===== src/rtl/usbhc_regs_pkg.sv =====
// Package: shared halfword indices and constants of the host controller
// register file. Assumes 16-bit halfword decode on address bits [4:1].
package usbhc_regs_pkg;
    localparam int HW_CMD    = 0;
    localparam int HW_STS    = 1;
    localparam int HW_IEN    = 2;
    localparam int HW_FRNUM  = 3;
    localparam int HW_BASELO = 4;
    localparam int HW_BASEHI = 5;
    localparam int HW_SOF    = 6;
    localparam int HW_PORT0  = 8;
    localparam int NEVT      = 5;
    localparam int NIRQ      = 4;
endpackage


===== src/rtl/usbhc_status.sv =====
// Module: usbhc_status
// Sticky status bits with write-one-to-clear, the interrupt enable mask and
// the interrupt output. Assumes ev pulses are synchronous to clk; an event
// wins over a clear of the same bit, and the soft clear wins over everything.
module usbhc_status
    import usbhc_regs_pkg::*;
(
    input  logic        clk,
    input  logic        rst_n,
    input  logic        clr,
    input  logic [NEVT-1:0] ev,
    input  logic        sts_wr,
    input  logic        ien_wr,
    input  logic [15:0] wdata,
    input  logic        run,
    output logic [15:0] sts_rd,
    output logic [15:0] ien_rd,
    output logic        irq
);
    logic [NEVT-1:0] sts_q;
    logic [NIRQ-1:0] ien_q;
    logic [NEVT-1:0] clr_mask;

    // Clear mask from a status write.
    assign clr_mask = sts_wr ? wdata[NEVT-1:0] : '0;

    // Sticky status update: clear first, then OR in new events.
    always_ff @(posedge clk) begin
        if (!rst_n || clr) sts_q <= '0;
        else               sts_q <= (sts_q & ~clr_mask) | ev;
    end

    // Interrupt enable register.
    always_ff @(posedge clk) begin
        if (!rst_n || clr) ien_q <= '0;
        else if (ien_wr)   ien_q <= wdata[NIRQ-1:0];
    end

    // Read views and interrupt.
    always_comb begin
        sts_rd = '0;
        sts_rd[NEVT-1:0] = sts_q;
        sts_rd[5] = ~run;
        ien_rd = '0;
        ien_rd[NIRQ-1:0] = ien_q;
        irq = |(sts_q[NIRQ-1:0] & ien_q);
    end
endmodule


===== src/rtl/usbhc_port.sv =====
// Module: usbhc_port
// One root port status/control word. Connect and enable inputs are sampled
// each cycle; a difference between input and sampled value sets the change
// flag, which software clears by writing one. Assumes inputs are synchronous.
module usbhc_port (
    input  logic        clk,
    input  logic        rst_n,
    input  logic        clr,
    input  logic        conn_i,
    input  logic        en_i,
    input  logic        ls_i,
    input  logic        wr,
    input  logic [15:0] wdata,
    output logic [15:0] rdata,
    output logic        prst_o
);
    logic conn_q, en_q, cchg_q, echg_q, prst_q;

    // Samplers track the inputs; only the power-on reset touches them.
    always_ff @(posedge clk) begin
        if (!rst_n) begin
            conn_q <= 1'b0;
            en_q   <= 1'b0;
        end else begin
            conn_q <= conn_i;
            en_q   <= en_i;
        end
    end

    // Change flags: set on a difference, cleared by a one write, event wins.
    always_ff @(posedge clk) begin
        if (!rst_n || clr) begin
            cchg_q <= 1'b0;
            echg_q <= 1'b0;
        end else begin
            cchg_q <= (conn_i ^ conn_q) | (cchg_q & ~(wr & wdata[1]));
            echg_q <= (en_i ^ en_q)     | (echg_q & ~(wr & wdata[3]));
        end
    end

    // Port bus-reset control bit.
    always_ff @(posedge clk) begin
        if (!rst_n || clr) prst_q <= 1'b0;
        else if (wr)       prst_q <= wdata[9];
    end

    // Read view of the port word.
    assign rdata  = {6'b0, prst_q, ls_i, 1'b1, 1'b0, 2'b00,
                     echg_q, en_q, cchg_q, conn_q};
    assign prst_o = prst_q;
endmodule


===== src/rtl/usbhc_regs.sv =====
// Module: usbhc_regs (top)
// Register file of a two-port USB 1.x host controller: halfword decode,
// command, frame number, frame list pointer and SOF byte, plus instances
// of the status block and one port block per root port. Reads are
// combinational from registered state; address bit 0 is ignored.
module usbhc_regs
    import usbhc_regs_pkg::*;
#(
    parameter int AW      = 5,
    parameter int DW      = 16,
    parameter int NPORT   = 2,
    parameter int FRM_W   = 11,
    parameter int SOF_RST = 8'h40
) (
    input  logic             clk,
    input  logic             rst_n,
    input  logic             bus_wr,
    input  logic [AW-1:0]    bus_addr,
    input  logic [DW-1:0]    bus_wdata,
    output logic [DW-1:0]    bus_rdata,
    input  logic [NEVT-1:0]  ev_i,
    input  logic             frame_tick,
    input  logic [NPORT-1:0] port_conn,
    input  logic [NPORT-1:0] port_en,
    input  logic [NPORT-1:0] port_ls,
    output logic             run_o,
    output logic             max64_o,
    output logic             hc_rst_o,
    output logic [NPORT-1:0] port_rst_o,
    output logic [31:0]      flbase_o,
    output logic [FRM_W-1:0] frnum_o,
    output logic [7:0]       sof_o,
    output logic             irq_o
);
    localparam int HWI_W = AW - 1;

    logic [HWI_W-1:0] hw_idx;
    logic             soft_clr;
    logic             run_q, max64_q, hcr_q;
    logic [FRM_W-1:0] frnum_q;
    logic [19:0]      base_q;
    logic [7:0]       sof_q;
    logic [15:0]      sts_rd, ien_rd;
    logic [15:0]      port_rd [NPORT];

    assign hw_idx   = bus_addr[AW-1:1];
    assign soft_clr = bus_wr && (hw_idx == HWI_W'(HW_CMD)) && bus_wdata[1];

    // Command bits; a soft reset write discards its other bits.
    always_ff @(posedge clk) begin
        if (!rst_n || soft_clr) begin
            run_q   <= 1'b0;
            max64_q <= 1'b0;
        end else if (bus_wr && hw_idx == HWI_W'(HW_CMD)) begin
            run_q   <= bus_wdata[0];
            max64_q <= bus_wdata[7];
        end
    end

    // One-cycle reset pulse to the scheduler.
    always_ff @(posedge clk) begin
        if (!rst_n) hcr_q <= 1'b0;
        else        hcr_q <= soft_clr;
    end

    // Frame counter: write wins over a tick.
    always_ff @(posedge clk) begin
        if (!rst_n || soft_clr) frnum_q <= '0;
        else if (bus_wr && hw_idx == HWI_W'(HW_FRNUM)) frnum_q <= bus_wdata[FRM_W-1:0];
        else if (frame_tick) frnum_q <= frnum_q + 1'b1;
    end

    // Frame list pointer, upper 20 bits only.
    always_ff @(posedge clk) begin
        if (!rst_n || soft_clr) base_q <= '0;
        else if (bus_wr && hw_idx == HWI_W'(HW_BASELO)) base_q[3:0]  <= bus_wdata[15:12];
        else if (bus_wr && hw_idx == HWI_W'(HW_BASEHI)) base_q[19:4] <= bus_wdata;
    end

    // SOF timing byte.
    always_ff @(posedge clk) begin
        if (!rst_n || soft_clr) sof_q <= 8'(SOF_RST);
        else if (bus_wr && hw_idx == HWI_W'(HW_SOF)) sof_q <= bus_wdata[7:0];
    end

    usbhc_status u_sts (
        .clk    (clk),
        .rst_n  (rst_n),
        .clr    (soft_clr),
        .ev     (ev_i),
        .sts_wr (bus_wr && hw_idx == HWI_W'(HW_STS)),
        .ien_wr (bus_wr && hw_idx == HWI_W'(HW_IEN)),
        .wdata  (bus_wdata),
        .run    (run_q),
        .sts_rd (sts_rd),
        .ien_rd (ien_rd),
        .irq    (irq_o)
    );

    for (genvar p = 0; p < NPORT; p++) begin : g_port
        usbhc_port u_port (
            .clk    (clk),
            .rst_n  (rst_n),
            .clr    (soft_clr),
            .conn_i (port_conn[p]),
            .en_i   (port_en[p]),
            .ls_i   (port_ls[p]),
            .wr     (bus_wr && hw_idx == HWI_W'(HW_PORT0 + p)),
            .wdata  (bus_wdata),
            .rdata  (port_rd[p]),
            .prst_o (port_rst_o[p])
        );
    end

    // Read multiplexer over the halfword index.
    always_comb begin
        bus_rdata = '0;
        case (hw_idx)
            HWI_W'(HW_CMD):    bus_rdata = {8'h00, max64_q, 6'b0, run_q};
            HWI_W'(HW_STS):    bus_rdata = sts_rd;
            HWI_W'(HW_IEN):    bus_rdata = ien_rd;
            HWI_W'(HW_FRNUM):  bus_rdata = 16'(frnum_q);
            HWI_W'(HW_BASELO): bus_rdata = {base_q[3:0], 12'h000};
            HWI_W'(HW_BASEHI): bus_rdata = base_q[19:4];
            HWI_W'(HW_SOF):    bus_rdata = {8'h00, sof_q};
            default:           bus_rdata = '0;
        endcase
        for (int p = 0; p < NPORT; p++)
            if (hw_idx == HWI_W'(HW_PORT0 + p)) bus_rdata = port_rd[p];
    end

    assign run_o    = run_q;
    assign max64_o  = max64_q;
    assign hc_rst_o = hcr_q;
    assign flbase_o = {base_q, 12'h000};
    assign frnum_o  = frnum_q;
    assign sof_o    = sof_q;
endmodule


===== config.mk =====
export PLATFORM = sky130hd
export DESIGN_NAME = usbhc_regs
export DESIGN_NICKNAME = d
export VERILOG_FILES = /design/src/rtl/usbhc_regs_pkg.sv /design/src/rtl/usbhc_status.sv /design/src/rtl/usbhc_port.sv /design/src/rtl/usbhc_regs.sv
export SDC_FILE = /design/constraint.sdc
export NUM_CORES = 1
export LEC_CHECK = 0
export ABC_AREA = 1
export BUFFER_PORTS_ARGS = -buffer_cell sky130_fd_sc_hd__buf_2
export CORE_MARGIN = 4
export CORE_UTILIZATION = 30
export CTS_CLUSTER_SIZE = 25
export DETAILED_ROUTE_END_ITERATION = 8
export GPL_ROUTABILITY_DRIVEN = 0
export PLACE_DENSITY = 0.65
export SKIP_CTS_REPAIR_TIMING = 1
export SLEW_MARGIN = 10
export SYNTH_ARGS = -nofsm -noshare
export SYNTH_HDL_FRONTEND = slang
export SYNTH_SLANG_ARGS = --single-unit

===== constraint.sdc =====
create_clock -name clk -period 1.7 [get_ports clk]
set_input_delay 0.34 -clock clk [delete_from_list [all_inputs] [get_ports clk]]
set_output_delay 0.34 -clock clk [all_outputs]
set_load 0.01 [all_outputs]

==> qor.csv, run 1 <==
stage,metric,value,unit
die,number of standard-cell rows in the floorplan,37,
die,Vert. Die Dim,110,um
setup_path,Critical Path End Type,output pin,
grt,Total Routing Usage GR,17.9,%
sta,unrepaired setup endpoints after global routing,true,
drt,routed vias,3478,
power,Power Dens Cells,782,nW/um^2
sta,Worst Skew,0.00468,ns
place,IO Port Bufs,95,
setup_path,r2r worst-path depth,8,
sta,final hold violation count,0,
power,part of the total power dissipated in combinational logic,11.5,%
worst_hold_path,worst hold path startpoint,port_conn[0],
finish,number of diodes,0,
worst_hold_path,Tightest Hold Check Type,input pin to flip-flop,
drt,number of optimization iterations in the first detailed-route pass,4,
setup_path,arrival time reported for the critical path endpoint,1.31,ns
logic_synthesis,cell type contributing the most total cell area after synthesis,sky130_fd_sc_hd__dfxtp_1,
drt,wire length after detailed routing,10.8,mm
clock_tree,clock-pin slew on the worst setup and hold paths,0.06,ns
setup_path,CP top delay family,buffers and inverters,
sta,"Min Clock Period, post-route",1.65,ns
clock_tree,clock insertion delay at the later pin of the skew report,0.36,ns
logic_synthesis,post-synthesis cell area,3140,um^2
logic_synthesis,average footprint of a synthesized cell,6.59,um^2
setup_path,cell repeated most along the worst path,sky130_fd_sc_hd__buf_4,
setup_path,required time of the worst setup path,1.36,ns
logic_synthesis,Cells after Synth,477,
logic_synthesis,share of the synthesized area in the top cell type,38.9,%
setup_path,worst-path fanout max,5,
logic_synthesis,Synth cell types,24,
grt,via count of the first global-routing pass,3220,
power,share of power burned in registers,44.7,%
clock_tree,TritonCTS clock tree,built,
setup_path,startpoint of the most critical register-to-register path,frnum_o[0]$_SDFFE_PP0P_,
sta,f_max,0.605,GHz
power,relative contribution of the clock network to total power,43.8,%
setup_path,critical setup path kind,input pin to output pin,
grt,global-route wire length before repair,16.3,mm
clock_tree,CTS buffer count,9,
drt,Vias per Instance,4.71,
clock_tree,number of sinks handled by clock tree synthesis,61,
setup_path,CP Launch Type,input pin,
sta,hold slack,0.190,ns
die,die area,12200,um^2
place,DP Wirelength,8.31,mm
flow_run,max-capacitance violation count,0,
setup_path,worst path cell trace,"buf_4, nand2_1, inv_1, nand2_2, buf_4, o211ai_1, buf_2",
power,internal power of the cells,2.53,mW
clock_tree,CTS root buffer,sky130_fd_sc_hd__clkbuf_8,
drt,average wire per standard cell,14.5,um
setup_path,Crit-path slowest cell,sky130_fd_sc_hd__o211ai_1,
clock_tree,CTS Buffer Depth,2,
setup_path,Register-to-Register Setup Slack,0.30,ns
power,leakage power total,2.00,nW
die,effective utilization at floorplan,30.6,%
die,Core Area,10300,um^2
sta,number of endpoints failing setup at the final stage,0,
drt,Antenna Nets Post-Route,0,
sta,number of max-slew violations in the final report,0,
finish,area added between synthesis and finish,37.3,%
power,worst-case vdd ir drop,0.000461,V
sta,Setup TNS Final,0,ns
worst_hold_path,"Endpoint, Worst Hold",g_port[0].u_port.conn_q$_SDFF_PN0_,
grt,largest net degree at the start of global routing,34,
worst_hold_path,cell depth of the worst hold path,3,
logic_synthesis,number of warnings reported in the yosys synthesis log,0,
logic_synthesis,ranking of synthesized cells by area,"sky130_fd_sc_hd__dfxtp_1 39%, sky130_fd_sc_hd__nand2_1 19%, sky130_fd_sc_hd__a21oi_1 8.3%",
power,switching power as a share of total power,25.0,%
finish,layout cell share with drive strength beyond 1,29.9,%
status,outcome,"complete, no violations",
sta,portion of the clock cycle consumed by the worst path in the final layout,97.2,%
die,die extent in x,110,um
setup_path,critical path buffer and inverter count,4,
finish,nets,635,
drt,Detailed Route Iter0 Violations,207,
grt,aggregate global routing overflow,0,
grt,antenna violations before repair,0,
logic_synthesis,number of synthesized register bits,61,
die,Top-Level Pins,109,
setup_path,capture instance of the worst register-to-register path,frnum_o[10]$_SDFFE_PP0P_,
power,switching power,0.843,mW
logic_synthesis,sequential area share after synthesis,38.9,%
setup_path,delay contributed by the slowest stage of the critical path,0.19,ns
clock_tree,Clock H-tree levels,3,
drt,DRC,0,
[tightest hold or removal path: cells and delay by family]
kind          cells  cell delay [ns]
buf+inv           2             0.13
simple gates      1             0.04
[cell type report]
class / instances / area (um^2)
Fill cell: 1083 / 5960
Multi-Input combinational cell: 349 / 1700
Sequential cell: 61 / 1220
Timing Repair Buffer: 125 / 782
Inverter: 52 / 205
Tap cell: 136 / 170
Clock buffer: 13 / 159
Clock inverter: 3 / 67.6
[metrics by stage]
step	cell area, um^2	power, mW	utilization [%]	setup slack [ns]	instances
floorplan	3180	1.73	-	0.177	488
global placement	3940	1.89	38.4	-0.0711	725
detailed placement	3940	1.89	38.4	-0.0672	725
CTS	4170	3.37	40.6	-0.0792	741
global route	4310	3.51	42.0	-0.0313	739
finish	4310	3.37	42.0	0.0478	739
[state kept, by name, summed over array words and instances (netlist names), 4 cells and up]
register,cells
sof_o,8
u_sts.sts_q,5
base_q,20
u_sts.ien_q,4
frnum_o,11
[cells in the mapped netlist, drive strengths merged]
library cell    n
nand2         165
a22o            4
ha              1
o211ai          1
o2111ai         5
nor3            1
nand4           5
nand3          42
dfxtp          61
xnor2           4
a21oi          52
nor2           37
clkinv          1
inv            51
o21ai          20
buf            23
clkbuf          3
conb            1
[how the worst max path moves through the flow]
stage | from | endpoint | cells after the start
after floorplan | bus_addr[4] | bus_rdata[7] | 6
after global placement | bus_addr[2] | bus_rdata[1] | 10
after detailed placement | bus_addr[2] | bus_rdata[1] | 10
after CTS | bus_addr[2] | bus_rdata[1] | 10
after global routing | bus_addr[3] | bus_rdata[1] | 10
final | bus_addr[1] | bus_rdata[6] | 7
[logic make-up after synthesis]
| group | count (synthesis) | share of synthesized area [%] |
|---|---|---|
| XOR/XNOR | 4 | 1.11 |
| AO/OA/AOI/OAI | 82 | 14.2 |
| other | 1 | 0.119 |
| AND/OR/NAND/NOR | 250 | 33.5 |
| adder cells (fa/ha/maj) | 1 | 0.398 |
| flip-flops | 61 | 38.9 |
| buffers and inverters | 78 | 11.8 |
[per-layer routing]
metal	vias to the layer above	wire length (um)	global-route usage, %
met4	0	208	7.12
met3	17	740	3.96
met1	1595	4560	21.9
met5	-	0	0
li1	1747	-	-
met2	119	5240	30.2
[power groups by stage]
| stage | Clock [mW] | Combinational [mW] | Sequential, mW |
|---|---|---|---|
| after global routing | 1.57 | 0.427 | 1.51 |
| after CTS | 1.51 | 0.360 | 1.50 |
| final | 1.48 | 0.388 | 1.51 |
| after floorplan | 0 | 0.192 | 1.54 |
| after detailed placement | 0 | 0.358 | 1.54 |
| after global placement | 0 | 0.354 | 1.53 |
[cells in the final DEF, fill, tap and decap left out, types with 2 or more instances in the layout]
cell	count
sky130_fd_sc_hd__nor2_1	24
sky130_fd_sc_hd__dfxtp_1	58
sky130_fd_sc_hd__dfxtp_2	3
sky130_fd_sc_hd__a22o_1	4
sky130_fd_sc_hd__nand4_1	5
sky130_fd_sc_hd__nor2_2	5
sky130_fd_sc_hd__nand3_2	3
sky130_fd_sc_hd__nand2_1	153
sky130_fd_sc_hd__o21ai_1	3
sky130_fd_sc_hd__a21oi_1	52
sky130_fd_sc_hd__inv_2	5
sky130_fd_sc_hd__conb_1	12
sky130_fd_sc_hd__bufinv_16	2
sky130_fd_sc_hd__nand2_4	2
sky130_fd_sc_hd__buf_2	90
sky130_fd_sc_hd__buf_12	4
sky130_fd_sc_hd__buf_4	26
sky130_fd_sc_hd__o2111ai_1	2
sky130_fd_sc_hd__xnor2_1	4
sky130_fd_sc_hd__o2111ai_2	3
sky130_fd_sc_hd__clkbuf_1	2
sky130_fd_sc_hd__buf_6	5
sky130_fd_sc_hd__nand2_2	9
sky130_fd_sc_hd__inv_1	44
sky130_fd_sc_hd__o21ai_0	17
sky130_fd_sc_hd__nand3_1	39
sky130_fd_sc_hd__clkbuf_8	11
sky130_fd_sc_hd__nor2_4	8
(Power assumes the default switching activity.)
==> run 2, diff against run 1 <==
- PLACE_DENSITY: 0.65 -> 0.5
- SETUP_SLACK_MARGIN: default -> 0.1
==> qor.csv, run 2 (synthesis results as in run 1) <==
stage,metric,value,unit
status,outcome,"complete, no violations",
setup_path,Levels on crit path,10,
grt,largest net degree at the start of global routing,20,
power,switching power,0.903,mW
grt,aggregate global routing overflow,0,
setup_path,required time of the worst setup path,1.36,ns
grt,antenna violations before repair,0,
flow_run,max-capacitance violation count,0,
clock_tree,number of sinks handled by clock tree synthesis,61,
finish,layout cell share with drive strength beyond 1,33.4,%
power,relative contribution of the clock network to total power,43.6,%
place,post-placement cell area,4020,um^2
sta,"Min Clock Period, post-route",1.64,ns
drt,DRC,0,
power,Power Dens Cells,760,nW/um^2
clock_tree,CTS buffer count,9,
power,internal power of the cells,2.52,mW
place,post-placement setup slack,-0.0660,ns
sta,f_max,0.611,GHz
place,DP Wirelength,8.83,mm
setup_path,worst path cell trace,"buf_12, clkinv_8, nand2_8, nor2_4, buf_12, nand2_4, nand2_2, nor2_2, nand4_1, buf_2",
power,share of power burned in registers,43.9,%
finish,most flop-heavy register,base_q,
sta,PnR worst setup slack,0.0627,ns
drt,wire length after detailed routing,11.3,mm
finish,area added between synthesis and finish,43.2,%
sta,unrepaired setup endpoints after global routing,true,
setup_path,Crit-path slowest cell,sky130_fd_sc_hd__nor2_4,
drt,Antenna Nets Post-Route,0,
setup_path,critical path buffer and inverter count,4,
finish,most frequent standard cell in the layout excluding fill and tap cells,sky130_fd_sc_hd__nand2_1,
clock_tree,CTS Buffer Depth,2,
die,die area,12200,um^2
sta,number of max-slew violations in the final report,0,
grt,via count of the first global-routing pass,3309,
drt,routed vias,3524,
finish,Largest register FFs,20,
finish,number of diodes,0,
finish,number of non-filler instances in the completed layout,753,
die,number of standard-cell rows in the floorplan,37,
die,Vert. Die Dim,110,um
sta,hold slack,0.197,ns
clock_tree,clock insertion delay at the later pin of the skew report,0.34,ns
clock_tree,clock-pin slew on the worst setup and hold paths,0.08,ns
setup_path,delay contributed by the slowest stage of the critical path,0.22,ns
power,worst-case vdd ir drop,0.000427,V
setup_path,CP Launch Type,input pin,
place,IO Port Bufs,95,
setup_path,Register-to-Register Setup Slack,0.40,ns
setup_path,r2r worst-path depth,8,
setup_path,critical setup path kind,input pin to output pin,
die,die extent in x,110,um
clock_tree,TritonCTS clock tree,built,
setup_path,cell repeated most along the worst path,sky130_fd_sc_hd__buf_12,
grt,Total Routing Usage GR,19.0,%
sta,number of endpoints failing setup at the final stage,0,
sta,final hold violation count,0,
setup_path,CP top delay family,simple AND/OR/NAND/NOR gates,
clock_tree,CTS root buffer,sky130_fd_sc_hd__clkbuf_8,
worst_hold_path,Tightest Hold Check Type,input pin to flip-flop,
drt,average wire per standard cell,15.1,um
die,effective utilization at floorplan,30.6,%
power,part of the total power dissipated in combinational logic,12.5,%
setup_path,capture instance of the worst register-to-register path,frnum_o[10]$_SDFFE_PP0P_,
place,number of cells in the design after placement,733,
die,Top-Level Pins,109,
grt,global-route wire length before repair,17.3,mm
setup_path,worst-path fanout max,5,
drt,number of optimization iterations in the first detailed-route pass,4,
drt,Vias per Instance,4.68,
clock_tree,Clock H-tree levels,3,
drt,Detailed Route Iter0 Violations,311,
setup_path,Critical Path End Type,output pin,
die,Core Area,10300,um^2
sta,portion of the clock cycle consumed by the worst path in the final layout,96.3,%
setup_path,startpoint of the most critical register-to-register path,frnum_o[0]$_SDFFE_PP0P_,
setup_path,worst setup path endpoint,bus_rdata[0],
finish,"commonest non-fill, non-tap cells in the layout","149 x sky130_fd_sc_hd__nand2_1, 91 x sky130_fd_sc_hd__buf_2, 53 x sky130_fd_sc_hd__dfxtp_1",
setup_path,worst setup path startpoint,bus_addr[2],
sta,Worst Skew,0.00805,ns
power,switching power as a share of total power,26.4,%
setup_path,arrival time reported for the critical path endpoint,1.30,ns
power,leakage power total,2.11,nW
finish,post-route design area,4500,um^2
finish,nets,649,
-- run 2: cell types whose count changed in the layout (fill, tap and decap cells not counted), sizes merged --
cell      delta
clkbuf       -2
clkinvlp     -1
buf         +14
clkinv       +3
-- run 2: area by class of cell --
| type | instances | area, um^2 |
|---|---|---|
| multi-input combinational | 349 | 1730 |
| tap | 136 | 170 |
| clock buffer | 11 | 141 |
| sequential | 61 | 1230 |
| fill | 1123 | 5780 |
| inverter | 52 | 218 |
| timing repair buffer | 139 | 930 |
| clock inverter | 5 | 82.6 |
-- run 2: metrics by stage --
step / power [mW] / util [%] / TNS, ns
CTS: 3.41 / 41.3 / -0.449
global route: 3.57 / 43.8 / 0
global placement: 1.91 / 39.1 / -1.03
floorplan: 1.73 / - / 0
finish: 3.42 / 43.8 / 0
detailed placement: 1.91 / 39.1 / -0.929
-- run 2: metal layers --
metal | vias up | global-route usage (%) | wire length (um)
li1 | 1778 | - | -
met1 | 1637 | 26.6 | 5210
met2 | 94 | 29.2 | 5270
met5 | - | 0 | 0
met3 | 15 | 3.79 | 658
met4 | 0 | 6.07 | 208
-- run 2: how the worst min path moves through the flow --
stage,endpoint,cells past startpoint,from
3_3_place_gp,u_sts.ien_q[0]$_SDFFE_PP0P_,2,u_sts.ien_q[0]$_SDFFE_PP0P_
6_report,u_sts.sts_q[0]$_SDFF_PP0_,3,ev_i[0]
4_1_cts,u_sts.sts_q[2]$_SDFF_PP0_,3,ev_i[2]
3_5_place_dp,g_port[0].u_port.echg_q$_SDFF_PP0_,2,g_port[0].u_port.echg_q$_SDFF_PP0_
2_1_floorplan,g_port[0].u_port.conn_q$_SDFF_PN0_,2,port_conn[0]
5_1_grt,u_sts.sts_q[0]$_SDFF_PP0_,3,ev_i[0]
-- run 2: worst min-delay path, stage by stage --
cell	delay, ns
sky130_fd_sc_hd__buf_2	0.08
sky130_fd_sc_hd__a21oi_1	0.03
sky130_fd_sc_hd__nor2_1	0.06
-- run 2: power groups by stage --
| stage | logic, mW | registers [mW] | clock network, mW |
|---|---|---|---|
| finish | 0.427 | 1.50 | 1.49 |
| global route | 0.471 | 1.51 | 1.59 |
| CTS | 0.382 | 1.50 | 1.52 |
| detailed placement | 0.380 | 1.53 | 0 |
| global placement | 0.377 | 1.53 | 0 |
| floorplan | 0.192 | 1.54 | 0 |
==> run 3, diff against run 2 <==
- MAX_ROUTING_LAYER: default -> met4
==> qor.csv, run 3 (synthesis results as in run 1) <==
stage,metric,value,unit
sta,final hold violation count,0,
flow_run,max-capacitance violation count,0,
sta,Worst Skew,0.00823,ns
sta,PnR worst setup slack,0.0723,ns
setup_path,worst path cell trace,"buf_12, clkinv_8, nand2_8, nor2_4, buf_12, nand2_4, nand2_2, nor2_2, nand4_1, buf_2",
setup_path,cell repeated most along the worst path,sky130_fd_sc_hd__buf_12,
setup_path,Crit-path slowest cell,sky130_fd_sc_hd__nor2_4,
finish,nets,649,
drt,routed vias,3552,
grt,antenna violations before repair,0,
clock_tree,CTS root buffer,sky130_fd_sc_hd__clkbuf_8,
power,leakage power total,2.11,nW
status,outcome,"complete, no violations",
sta,number of endpoints failing setup at the final stage,0,
setup_path,Critical Path End Type,output pin,
drt,Detailed Route Iter0 Violations,309,
finish,utilization after layout,43.8,%
drt,average wire per standard cell,15.1,um
drt,wire length after detailed routing,11.4,mm
setup_path,arrival time reported for the critical path endpoint,1.29,ns
power,"Power, Total",3.43,mW
drt,DRC,0,
clock_tree,CTS buffer count,9,
drt,Antenna Nets Post-Route,0,
sta,"Min Clock Period, post-route",1.63,ns
worst_hold_path,Tightest Hold Check Type,input pin to flip-flop,
finish,fillers,1123,
die,effective utilization at floorplan,30.6,%
finish,number of diodes,0,
sta,f_max,0.614,GHz
setup_path,delay contributed by the slowest stage of the critical path,0.21,ns
clock_tree,Clock H-tree levels,3,
setup_path,critical setup path kind,input pin to output pin,
drt,number of optimization iterations in the first detailed-route pass,4,
die,Core Area,10300,um^2
clock_tree,clock insertion delay at the later pin of the skew report,0.35,ns
die,die extent in x,110,um
power,worst-case vdd ir drop,0.000426,V
finish,layout cell share with drive strength beyond 1,33.4,%
finish,area added between synthesis and finish,43.2,%
place,IO Port Bufs,95,
finish,post-route design area,4500,um^2
clock_tree,TritonCTS clock tree,built,
place,post-placement cell area,4020,um^2
setup_path,worst-path fanout max,5,
drt,Vias per Instance,4.72,
setup_path,Register-to-Register Setup Slack,0.41,ns
power,Power Dens Cells,762,nW/um^2
grt,largest net degree at the start of global routing,20,
sta,unrepaired setup endpoints after global routing,true,
grt,Total Routing Usage GR,19.5,%
clock_tree,CTS Buffer Depth,2,
finish,most frequent standard cell in the layout excluding fill and tap cells,sky130_fd_sc_hd__nand2_1,
clock_tree,clock-pin slew on the worst setup and hold paths,0.08,ns
die,number of standard-cell rows in the floorplan,37,
finish,most flop-heavy register,base_q,
sta,portion of the clock cycle consumed by the worst path in the final layout,95.7,%
die,Vert. Die Dim,110,um
grt,global-route wire length before repair,17.3,mm
grt,aggregate global routing overflow,0,
die,Top-Level Pins,109,
setup_path,CP Launch Type,input pin,
clock_tree,number of sinks handled by clock tree synthesis,61,
finish,Largest register FFs,20,
finish,"commonest non-fill, non-tap cells in the layout","149 x sky130_fd_sc_hd__nand2_1, 91 x sky130_fd_sc_hd__buf_2, 53 x sky130_fd_sc_hd__dfxtp_1",
sta,number of max-slew violations in the final report,0,
place,post-placement setup slack,-0.0660,ns
die,die area,12200,um^2
grt,via count of the first global-routing pass,3303,
setup_path,required time of the worst setup path,1.36,ns
place,DP Wirelength,8.83,mm
[run 3: cell counts in the layout (fill, tap and decap cells not counted)]
No cell type changed its count.
[run 3: final timing paths]
kind,start,to,cells past startpoint
max,bus_addr[2],bus_rdata[0],10
min,ev_i[0],u_sts.sts_q[0]$_SDFF_PP0_,3
max reg2reg,frnum_o[0]$_SDFFE_PP0P_,frnum_o[10]$_SDFFE_PP0P_,8
min reg2reg,g_port[0].u_port.echg_q$_SDFF_PP0_,g_port[0].u_port.echg_q$_SDFF_PP0_,2
[run 3: area by class of cell]
class                      instances  area (um^2)  share of cell area [%]
clock buffer                      11          141                    3.14
clock inverter                     5         82.6                    1.83
inverter                          52          218                    4.84
multi-input combinational        349         1730                    38.3
sequential                        61         1230                    27.4
tap                              136          170                    3.78
timing repair buffer             139          930                    20.7
[run 3: worst max-delay path, delay by kind of cell]
kind / cells / cell delay (ns)
AND/OR/NAND/NOR: 6 / 0.49
buffers and inverters: 4 / 0.44
[run 3: report_power, final]
group | switching, mW | total (mW) | internal, mW | leakage (nW)
Combinational | 0.252 | 0.427 | 0.176 | 1.49
Sequential | 0.0321 | 1.50 | 1.47 | 0.501
Clock | 0.630 | 1.50 | 0.872 | 0.114
[run 3: per-layer routing]
layer	wire [um]	share of wire, %	GRT usage (%)
met2	5270	46	29.0
met5	0	0	-
met3	593	5.2	3.38
met1	5370	47	27.1
met4	166	1.5	6.07
[run 3: stage by stage]
| step | setup TNS (ns) | std cells | hold slack (ns) |
|---|---|---|---|
| detailed placement | -0.929 | 733 | 0.471 |
| CTS | -0.449 | 749 | 0.186 |
| global route | 0 | 753 | 0.194 |
| global placement | -1.03 | 733 | 0.455 |
| floorplan | 0 | 488 | 0.433 |
| finish | 0 | 753 | 0.195 |
